==> config.mk <==
export PLATFORM = sky130hd
export DESIGN_NAME = wrs_stall_ctrl
export DESIGN_NICKNAME = d
export VERILOG_FILES = /design/src/rtl/wrs_pkg.sv /design/src/rtl/wrs_decode.sv /design/src/rtl/wrs_resv_track.sv /design/src/rtl/wrs_wait_timer.sv /design/src/rtl/wrs_stall_ctrl.sv
export SDC_FILE = /design/constraint.sdc
export NUM_CORES = 1
export LEC_CHECK = 0
export BUFFER_PORTS_ARGS = -buffer_cell sky130_fd_sc_hd__buf_2
export CAP_MARGIN = 15
export CORE_MARGIN = 4
export CORE_UTILIZATION = 42
export DETAILED_ROUTE_END_ITERATION = 16
export GPL_ROUTABILITY_DRIVEN = 0
export GPL_TIMING_DRIVEN = 1
export PLACE_DENSITY = 0.78
export SYNTH_ARGS = -nofsm -noshare
export SYNTH_HDL_FRONTEND = slang
export SYNTH_SLANG_ARGS = --single-unit
==> constraint.sdc <==
create_clock -name clk -period 2.3 [get_ports clk]
set_input_delay 0.69 -clock clk [delete_from_list [all_inputs] [get_ports clk]]
set_output_delay 0.69 -clock clk [all_outputs]
set_load 0.02 [all_outputs]
==> src/rtl/wrs_pkg.sv <==
package wrs_pkg;
  localparam logic [6:0]  OPC_SYSTEM = 7'h73;
  localparam logic [11:0] F12_NTO    = 12'h00D;
  localparam logic [11:0] F12_STO    = 12'h01D;
  localparam logic [1:0]  PRV_U      = 2'b00;
  localparam logic [1:0]  PRV_S      = 2'b01;
  localparam logic [1:0]  PRV_M      = 2'b11;

  typedef enum logic [1:0] {TRAP_NONE, TRAP_ILL, TRAP_VIRT} trap_e;
  typedef enum logic {ST_IDLE, ST_WAIT} state_e;
endpackage

==> src/rtl/wrs_decode.sv <==
module wrs_decode
  import wrs_pkg::*;
(
  input  logic [31:0] insn,
  input  logic [1:0]  priv_mode,
  input  logic        virt_mode,
  input  logic        tw_bit,
  input  logic        vtw_bit,
  output logic        is_wrs,
  output logic        is_sto,
  output trap_e       trap_kind
);
  logic fixed_ok, nto_hit, sto_hit, below_m;

  always_comb begin
    fixed_ok = (insn[6:0] == OPC_SYSTEM) && (insn[11:7] == 5'd0) &&
               (insn[14:12] == 3'd0) && (insn[19:15] == 5'd0);
    nto_hit  = fixed_ok && (insn[31:20] == F12_NTO);
    sto_hit  = fixed_ok && (insn[31:20] == F12_STO);
    is_wrs   = nto_hit || sto_hit;
    is_sto   = sto_hit;
    below_m  = (priv_mode != PRV_M);
    // Only the unbounded variant can trap; the machine-level bit wins.
    if (nto_hit && tw_bit && below_m)
      trap_kind = TRAP_ILL;
    else if (nto_hit && !tw_bit && vtw_bit && virt_mode && below_m)
      trap_kind = TRAP_VIRT;
    else
      trap_kind = TRAP_NONE;
  end
endmodule

==> src/rtl/wrs_resv_track.sv <==
module wrs_resv_track (
  input  logic clk,
  input  logic rst_n,
  input  logic lr_set,
  input  logic kill,
  output logic resv_valid
);
  always_ff @(posedge clk) begin
    if (!rst_n)      resv_valid <= 1'b0;
    else if (kill)   resv_valid <= 1'b0;
    else if (lr_set) resv_valid <= 1'b1;
  end

  a_r2_kill_wins: assert property (@(posedge clk) disable iff (!rst_n)
    kill |=> !resv_valid);
  a_r2_lr_sets: assert property (@(posedge clk) disable iff (!rst_n)
    (lr_set && !kill) |=> resv_valid);
endmodule

==> src/rtl/wrs_wait_timer.sv <==
module wrs_wait_timer #(
  parameter int STO_CYCLES  = 24,
  parameter int TRAP_CYCLES = 64
) (
  input  logic clk,
  input  logic rst_n,
  input  logic start,
  input  logic run,
  output logic sto_expire,
  output logic trap_expire
);
  localparam int CMAX = ((STO_CYCLES > TRAP_CYCLES) ? STO_CYCLES : TRAP_CYCLES) - 1;
  localparam int CW   = $clog2(CMAX + 2);

  logic [CW-1:0] cnt;

  always_ff @(posedge clk) begin
    if (!rst_n)                          cnt <= '0;
    else if (start)                      cnt <= '0;
    else if (run && cnt != CW'(CMAX))    cnt <= cnt + 1'b1;
  end

  assign sto_expire  = run && (cnt == CW'(STO_CYCLES - 1));
  assign trap_expire = run && (cnt == CW'(TRAP_CYCLES - 1));

  a_r7_start_clears: assert property (@(posedge clk) disable iff (!rst_n)
    start |=> (cnt == '0));
  a_r8_count_bounded: assert property (@(posedge clk) disable iff (!rst_n)
    cnt <= CW'(CMAX));
endmodule

==> src/rtl/wrs_stall_ctrl.sv <==
module wrs_stall_ctrl
  import wrs_pkg::*;
#(
  parameter int NUM_IRQ     = 4,
  parameter int STO_CYCLES  = 24,
  parameter int TRAP_CYCLES = 64
) (
  input  logic               clk,
  input  logic               rst_n,
  input  logic               issue_valid,
  output logic               issue_ready,
  input  logic [31:0]        issue_insn,
  input  logic [1:0]         priv_mode,
  input  logic               virt_mode,
  input  logic               tw_bit,
  input  logic               vtw_bit,
  input  logic               lr_set,
  input  logic               snoop_hit,
  input  logic               resv_clear,
  input  logic [NUM_IRQ-1:0] irq_pending,
  input  logic               early_wake,
  output logic               stall,
  output logic               done,
  output logic               illegal_exc,
  output logic               virtual_exc
);
  state_e state_q;
  trap_e  trap_q, dec_trap;
  logic   sto_q, dec_wrs, dec_sto;
  logic   resv_valid, resv_kill, resv_ok, irq_any;
  logic   accept, go_wait, wake, sto_exp, trap_exp;
  logic   done_q, ill_q, virt_q;

  wrs_decode u_dec (
    .insn(issue_insn), .priv_mode(priv_mode), .virt_mode(virt_mode),
    .tw_bit(tw_bit), .vtw_bit(vtw_bit),
    .is_wrs(dec_wrs), .is_sto(dec_sto), .trap_kind(dec_trap)
  );

  assign resv_kill = snoop_hit || resv_clear;

  wrs_resv_track u_resv (
    .clk(clk), .rst_n(rst_n), .lr_set(lr_set), .kill(resv_kill),
    .resv_valid(resv_valid)
  );

  assign resv_ok     = resv_valid && !resv_kill;
  assign irq_any     = |irq_pending;
  assign issue_ready = (state_q == ST_IDLE);
  assign accept      = issue_valid && issue_ready && dec_wrs;
  assign go_wait     = accept && resv_ok && !irq_any;
  assign wake        = !resv_ok || irq_any || early_wake;

  wrs_wait_timer #(.STO_CYCLES(STO_CYCLES), .TRAP_CYCLES(TRAP_CYCLES)) u_tmr (
    .clk(clk), .rst_n(rst_n), .start(go_wait), .run(state_q == ST_WAIT),
    .sto_expire(sto_exp), .trap_expire(trap_exp)
  );

  always_ff @(posedge clk) begin
    if (!rst_n) begin
      state_q <= ST_IDLE;
      trap_q  <= TRAP_NONE;
      sto_q   <= 1'b0;
      done_q  <= 1'b0;
      ill_q   <= 1'b0;
      virt_q  <= 1'b0;
    end else begin
      done_q <= 1'b0;
      ill_q  <= 1'b0;
      virt_q <= 1'b0;
      unique case (state_q)
        ST_IDLE: begin
          if (go_wait) begin
            state_q <= ST_WAIT;
            sto_q   <= dec_sto;
            trap_q  <= dec_trap;
          end else if (accept) begin
            done_q <= 1'b1;
          end
        end
        ST_WAIT: begin
          // Completion has precedence over a bound or a trap limit.
          if (wake || (sto_q && sto_exp)) begin
            state_q <= ST_IDLE;
            done_q  <= 1'b1;
          end else if (!sto_q && trap_exp && trap_q != TRAP_NONE) begin
            state_q <= ST_IDLE;
            ill_q   <= (trap_q == TRAP_ILL);
            virt_q  <= (trap_q == TRAP_VIRT);
          end
        end
        default: state_q <= ST_IDLE;
      endcase
    end
  end

  assign stall       = (state_q == ST_WAIT);
  assign done        = done_q;
  assign illegal_exc = ill_q;
  assign virtual_exc = virt_q;

  a_r3_immediate: assert property (@(posedge clk) disable iff (!rst_n)
    (accept && (!resv_ok || irq_any)) |=> (done && !stall));
  a_r4_enter: assert property (@(posedge clk) disable iff (!rst_n)
    (issue_valid && issue_ready && dec_wrs && resv_valid && !resv_kill && !irq_any) |=> stall);
  a_r5_resv_loss: assert property (@(posedge clk) disable iff (!rst_n)
    (stall && resv_kill) |=> (!stall && done));
  a_r6_irq_wake: assert property (@(posedge clk) disable iff (!rst_n)
    (stall && irq_any) |=> (!stall && done));
  a_r11_early: assert property (@(posedge clk) disable iff (!rst_n)
    (stall && early_wake) |=> (!stall && done));
  a_r12_one_result: assert property (@(posedge clk) disable iff (!rst_n)
    $onehot0({done, illegal_exc, virtual_exc}));
  a_r8_trap_after_stall: assert property (@(posedge clk) disable iff (!rst_n)
    (illegal_exc || virtual_exc) |-> $past(stall));
endmodule

# Yosys cells after proc, flatten, opt, wreduce, memory -nomap -nowiden
# Cells that the tools add are included.
[op_classes]
n_bitwise = 3
mux = 10
n_addsub = 1
reduce_logical = 41
n_eq_ne = 9
[ops]
columns = ["cell", "count"]
rows = [
  ["logical AND 1 bit", 22],
  ["== test 12 x 4 -> 1 bit, second input constant", 1],
  ["== test 12 x 5 -> 1 bit, second input constant", 1],
  ["zero test 5 bit", 2],
  ["OR reduction 4 bit", 2],
  ["adder 7 x 1 -> 7 bit, second input constant", 1],
  ["== test 7 x 5 -> 1 bit, second input constant", 1],
  ["== test 7 x 6 -> 1 bit, second input constant", 1],
  ["== test 7 bit, second input constant", 1],
  ["!= test 7 x 6 -> 1 bit, second input constant", 1],
  ["two-way mux 1 bit", 6],
  ["zero test 1 bit", 5],
  ["logical OR 1 bit", 5],
  ["two-way mux 2 bit", 2],
  ["case mux 1 bit (2 select lines)", 2],
  ["OR reduction 2 bit", 2],
  ["zero test 3 bit", 1],
  ["NOT 1 bit", 3],
  ["== test 2 x 1 -> 1 bit, second input constant", 1],
  ["== test 2 bit, second input constant", 1],
  ["!= test 2 bit, second input constant", 1],
  ["AND reduction 2 bit", 1],
  ["nonzero test 2 bit", 1],
]
[totals]
ff_bits = 15
output_inout_bits = 5
input_bits = 48
elab_cells = 72

# Depth between registers and ports, before layout
[logic_depth]
depth_word = 11
mapped_depth = 5
depth_no_buf = 5

# Modules after synthesis
# From an unflattened synthesis, not the netlist that was laid out.
[unflattened]
cells_unflattened = 105
hier_area_um2 = 907.1
[by_module_without_submodules]
columns = ["mod", "cells_per_inst", "area_each_um2", "seq_area_each_um2", "instances"]
rows = [
  ["wrs_wait_timer", 44, 375.4, 140.1, 1],
  ["wrs_stall_ctrl", 40, 359.1, 140.1, 1],
  ["wrs_decode", 18, 136.4, 0.0, 1],
  ["wrs_resv_track", 3, 36.3, 20.0, 1],
]

# Worst setup path after synthesis
# OpenSTA, ideal clock, no wires.
[synth_timing]
kind = "in2reg"
startpoint = "input issue_insn[11]"
endpoint = "register sto_q"
required_ps = 2228
arrival_ps = 1853
path_slack_ps = 375
setup_time_ps = 72
path_stages = 4
path_buffers = 0
cell_sequence = "nor4_2 > nand4_1 > nor4_4 > mux2i_1"
[synth_between]
elab_chain_len = 10
word_cells_on_any_way = 11
classes_between = "reduce/logical (11)"
[synth_lines]
columns = ["element", "line", "text"]
rows = [
  ["from (decl)", "wrs_stall_ctrl.sv:12", "input logic [31:0] issue_insn,"],
  ["zero test 5 bit *", "wrs_decode.sv:16", "fixed_ok = (insn[6:0] == OPC_SYSTEM) && (insn[11:7] == 5'd0) &&"],
  ["logical AND 1 bit * (2 in series)", "wrs_decode.sv:16", ""],
  ["logical AND 1 bit *", "wrs_decode.sv:17", "(insn[14:12] == 3'd0) && (insn[19:15] == 5'd0);"],
  ["logical AND 1 bit (on tied branches)", "wrs_decode.sv:18, wrs_decode.sv:19", ""],
  ["logical OR 1 bit", "wrs_decode.sv:20", "is_wrs = nto_hit || sto_hit;"],
  ["logical AND 1 bit", "wrs_stall_ctrl.sv:50", "assign accept = issue_valid && issue_ready && dec_wrs;"],
  ["logical AND 1 bit (2 in series)", "wrs_stall_ctrl.sv:51", "assign go_wait = accept && resv_ok && !irq_any;"],
  ["AND reduction 2 bit (no line)", "-", ""],
  ["to (signal assigned)", "wrs_stall_ctrl.sv:75", "sto_q <= dec_sto;"],
  ["to (decl)", "wrs_stall_ctrl.sv:29", "logic sto_q, dec_wrs, dec_sto;"],
]
# Mark *: on every way between the ends. The rest lies on a longest branch, timed or not.
# A chain may end at the register's enable or synchronous reset.

# Final worst setup path
[layout_timing]
startpoint = "input resv_clear"
endpoint = "register ill_q (netlist: illegal_exc)"
[layout_between]
elab_chain_len = 8
[layout_lines]
columns = ["element", "line", "text"]
rows = [
  ["from (decl)", "wrs_stall_ctrl.sv:19", "input logic resv_clear,"],
  ["logical OR 1 bit", "wrs_stall_ctrl.sv:40", "assign resv_kill = snoop_hit || resv_clear;"],
  ["zero test 1 bit", "wrs_stall_ctrl.sv:47", "assign resv_ok = resv_valid && !resv_kill;"],
  ["logical AND 1 bit", "wrs_stall_ctrl.sv:47", ""],
  ["zero test 1 bit", "wrs_stall_ctrl.sv:52", "assign wake = !resv_ok || irq_any || early_wake;"],
  ["logical OR 1 bit (2 in series)", "wrs_stall_ctrl.sv:52", ""],
  ["logical OR 1 bit", "wrs_stall_ctrl.sv:83", "if (wake || (sto_q && sto_exp)) begin"],
  ["OR reduction 4 bit (no line)", "-", ""],
  ["to (signal assigned)", "wrs_stall_ctrl.sv:88", "ill_q <= (trap_q == TRAP_ILL);"],
  ["to (decl)", "wrs_stall_ctrl.sv:32", "logic done_q, ill_q, virt_q;"],
]
# No other way between the ends.

==> summary.txt <==
Run status
  • Run status: completed

Worst setup path
  • CP Class: input port to flip-flop
  • Worst Setup Start Kind: input port
  • Length in cells of the worst reg-to-reg path: 5
  • Maximum net fanout on the critical path: 4
  • Critical Path End Type: flip-flop
  • Worst path arrival time: about 2.0 ns
  • Worst EP required: between 2 and 3 ns

CTS
  • Number of buffers inserted for hold repair after clock tree synthesis: 0
  • Max Buffers Root-to-Sink: 2
  • Clock-pin slew on the worst setup and hold paths: about 0.07 ns
  • Count of instances resized after the clock tree is built: 0
  • CTS Buf Count: 3
  • Clock tree from TritonCTS: done
  • TritonCTS sink count: 15
  • Number of buffers inserted to repair setup after CTS: 0
  • Clock latency on the worst-skew pair: around 0.29 ns
  • CTS H-Tree Depth: 1
  • Clock root buffer: sky130_fd_sc_hd__clkbuf_4

Logic synthesis
  • Syn nets: between 100 and 150
  • Count of flip-flops with a built-in enable after synthesis: 0
  • Post-synthesis average cell area: approximately 9.6 um2
  • Synth unique cells: 37
  • Async set or reset register ratio after synthesis: 0
  • Post-synthesis share of cell area spent on and, or, nand and nor gates: 0.412
  • Cell count after synthesis: 90
  • Area share of xor/xnor cells in the synthesized design: 0.0303
  • Adder-cell share of the synthesized area: 0.0144
  • Sequential fraction of the synthesis area: 0.346
  • Leading register cell type out of synthesis: sky130_fd_sc_hd__dfxtp_1
  • Compound-cell area share of the yosys netlist: 0.128
  • Register bit total from synthesis: 15
  • Largest family of logic cells by synthesized area: simple AND/OR/NAND/NOR gates
  • Multiplexer share of the synthesized area: 0.0461
  • Synth warn: 0
  • Post-synthesis instance area: about 870 um2

GRT
  • Remaining global-route overflow: 0
  • Initial antenna violation count: 0
  • First-pass GRT wire length: 3450 um
  • Vias in the first global route: around 860
  • Maximum number of pins on one net before global-route repair: 11
  • All-layer global routing usage: 0.169

Die
  • IO Count: 53
  • Die area: ~2900 um2
  • Core Area: 1960 um2
  • Std-Cell Rows: 16
  • Floorplan die height: 53.5 um
  • Initial cell density of the core: 0.443
  • Width of the die: 53.5 um

Place
  • Placed Area: 1160 um2
  • Port Buf Inserts: 52
  • Placed wire-length estimate after detailed placement: 1920 um

Timing
  • Least-Margin Pin Slew: around 0.49 ns
  • Maximum operating frequency: about 560 MHz
  • Period utilization: 0.780
  • Post-Route Skew: around 0.017 ns
  • Number of hold violations in the final report: 0
  • Total of endpoints with negative setup slack in the final report: 0
  • Worst slew margin relative to its limit: 0.663
  • Final critical path time including I/O delays and setup: 1.79 ns
  • Unrepaired setup endpoints after global routing: no
  • Max-slew violations: 0
  • Setup_tns: 0 ns

Cells and area
  • Leading cell type in the layout, fill and taps excluded: sky130_fd_sc_hd__buf_2
  • Design Area, Final: ~1200 um2
  • Antenna cell count: 0
  • Footprint of the multi-input gates: 548 um2
  • Net total in the final layout: approximately 200
  • Seq. cell area: ~300 um2
  • Area delta synth->final: 36.9%
  • Fraction of layout cells with a size suffix above 1: 0.469
  • Filler Cell Count: just under 200
  • Top library cells by usage in the layout, fill and taps aside: 52 x sky130_fd_sc_hd__buf_2, 15 x sky130_fd_sc_hd__dfxtp_1, 8 x sky130_fd_sc_hd__nor3_1, 8 x sky130_fd_sc_hd__nand2_1, 5 x sky130_fd_sc_hd__nor2_1

Route
  • Number of nets still failing antenna checks after routing: 0
  • Number of vias after detailed routing: between 900 and 1000
  • Avg Vias per Cell: 5.57
  • Per-cell routed wire length: 13.0 um
  • DRT Wirelength: ~2200 um
  • DRC marker count from the first detailed-route iteration: 20
  • Remaining DRCs: 0
  • Number of optimization iterations in the first detailed-route pass: 4

Power and ir drop
  • Standby leakage power: around 0.00048 uW
  • Pwr dens: between 300 and 400 nW/um2
  • VDD IR max: roughly 0.00023 V

Run
  • # Max-Cap Violations: 0

Hold path
  • Worst hold path stage count: 1
  • Type of the most critical hold path: flip-flop to flip-flop
-- cell type report --
cell class,count,area share
Timing Repair Buffer,53,0.225
Tap cell,27,0.0284
Inverter,3,0.00947
Sequential cell,15,0.253
Clock inverter,1,0.00421
Clock buffer,3,0.0189
Multi-Input combinational cell,70,0.461
-- worst max-delay path: stages --
cell	delay [ns]
sky130_fd_sc_hd__buf_2	0.12
sky130_fd_sc_hd__nor4_4	0.30
sky130_fd_sc_hd__nand3_2	0.15
sky130_fd_sc_hd__or4b_4	0.55
sky130_fd_sc_hd__nor3b_2	0.19
-- path summary, 6_finish.rpt --
check                                   from           to  slack, ns
worst max-delay path              resv_clear  illegal_exc       0.51
worst min-delay path               trap_q[1]  illegal_exc       0.48
worst max register to register  u_tmr.cnt[0]  illegal_exc       0.55
worst min register to register     trap_q[1]  illegal_exc       0.48
-- kinds of logic (layout without fill, tap and decap cells) --
group,Yosys count,in the layout
flip-flops,15,15
XOR/XNOR,3,3
adder cells (fa/ha/maj),1,1
buffers and inverters,5,60
multiplexers,4,4
AND/OR/NAND/NOR,48,48
AO/OA/AOI/OAI,14,14
-- cells in the mapped netlist (all sizes together), types with 2 or more instances --
master / number / area [um2]
dfxtp: 15 / 300
nand2: 8 / 30.0
nor3: 8 / 40.0
nor4: 6 / 80.1
nor2: 5 / 18.8
mux2i: 4 / 40.0
o31ai: 4 / 35.0
a211oi: 3 / 22.5
nand3: 3 / 20.0
nand4: 3 / 18.8
nand4b: 3 / 26.3
xor2: 3 / 26.3
and4b: 2 / 20.0
inv: 2 / 7.51
nor3b: 2 / 25.0
o21ai: 2 / 10.0
-- through the flow --
| stage | total power, uW | cells | hold WS (ns) | setup WS (ns) | util |
|---|---|---|---|---|---|
| 3_5_place_dp | 326 | 168 | 0.470 | 0.214 | 0.592 |
| 5_1_grt | 486 | 172 | 0.498 | 0.420 | 0.606 |
| 3_3_place_gp | 324 | 168 | 0.456 | 0.252 | 0.592 |
| 4_1_cts | 469 | 172 | 0.480 | 0.504 | 0.606 |
| 2_1_floorplan | 281 | 90 | 0.442 | 0.375 | - |
| 6_report | 464 | 172 | 0.479 | 0.506 | 0.606 |
-- per-layer routing --
metal  vias to the layer above  track usage  share of wire
li1                        470            -              -
met1                       436        0.179           0.38
met2                        47        0.300           0.51
met3                         5       0.0310          0.083
met4                         0        0.106          0.024
met5                         -            0              0
-- flip-flops by register name (all words and copies together) (netlist names) --
| name | cells |
|---|---|
| trap_q | 2 |
| done | 1 |
| illegal_exc | 1 |
| u_tmr.cnt | 7 |
| sto_q | 1 |
| u_resv.resv_valid | 1 |
| stall | 1 |
| virtual_exc | 1 |
-- power by group --
group | switching [uW] | leakage [uW] | total, uW | internal (uW)
Sequential | 0.510 | 0.000121 | 260 | 260
Combinational | 23.8 | 0.000343 | 58.9 | 35.0
Clock | 80.5 | 0.0000177 | 145 | 64.6
No activity file was read; power rests on OpenSTA's default activity.
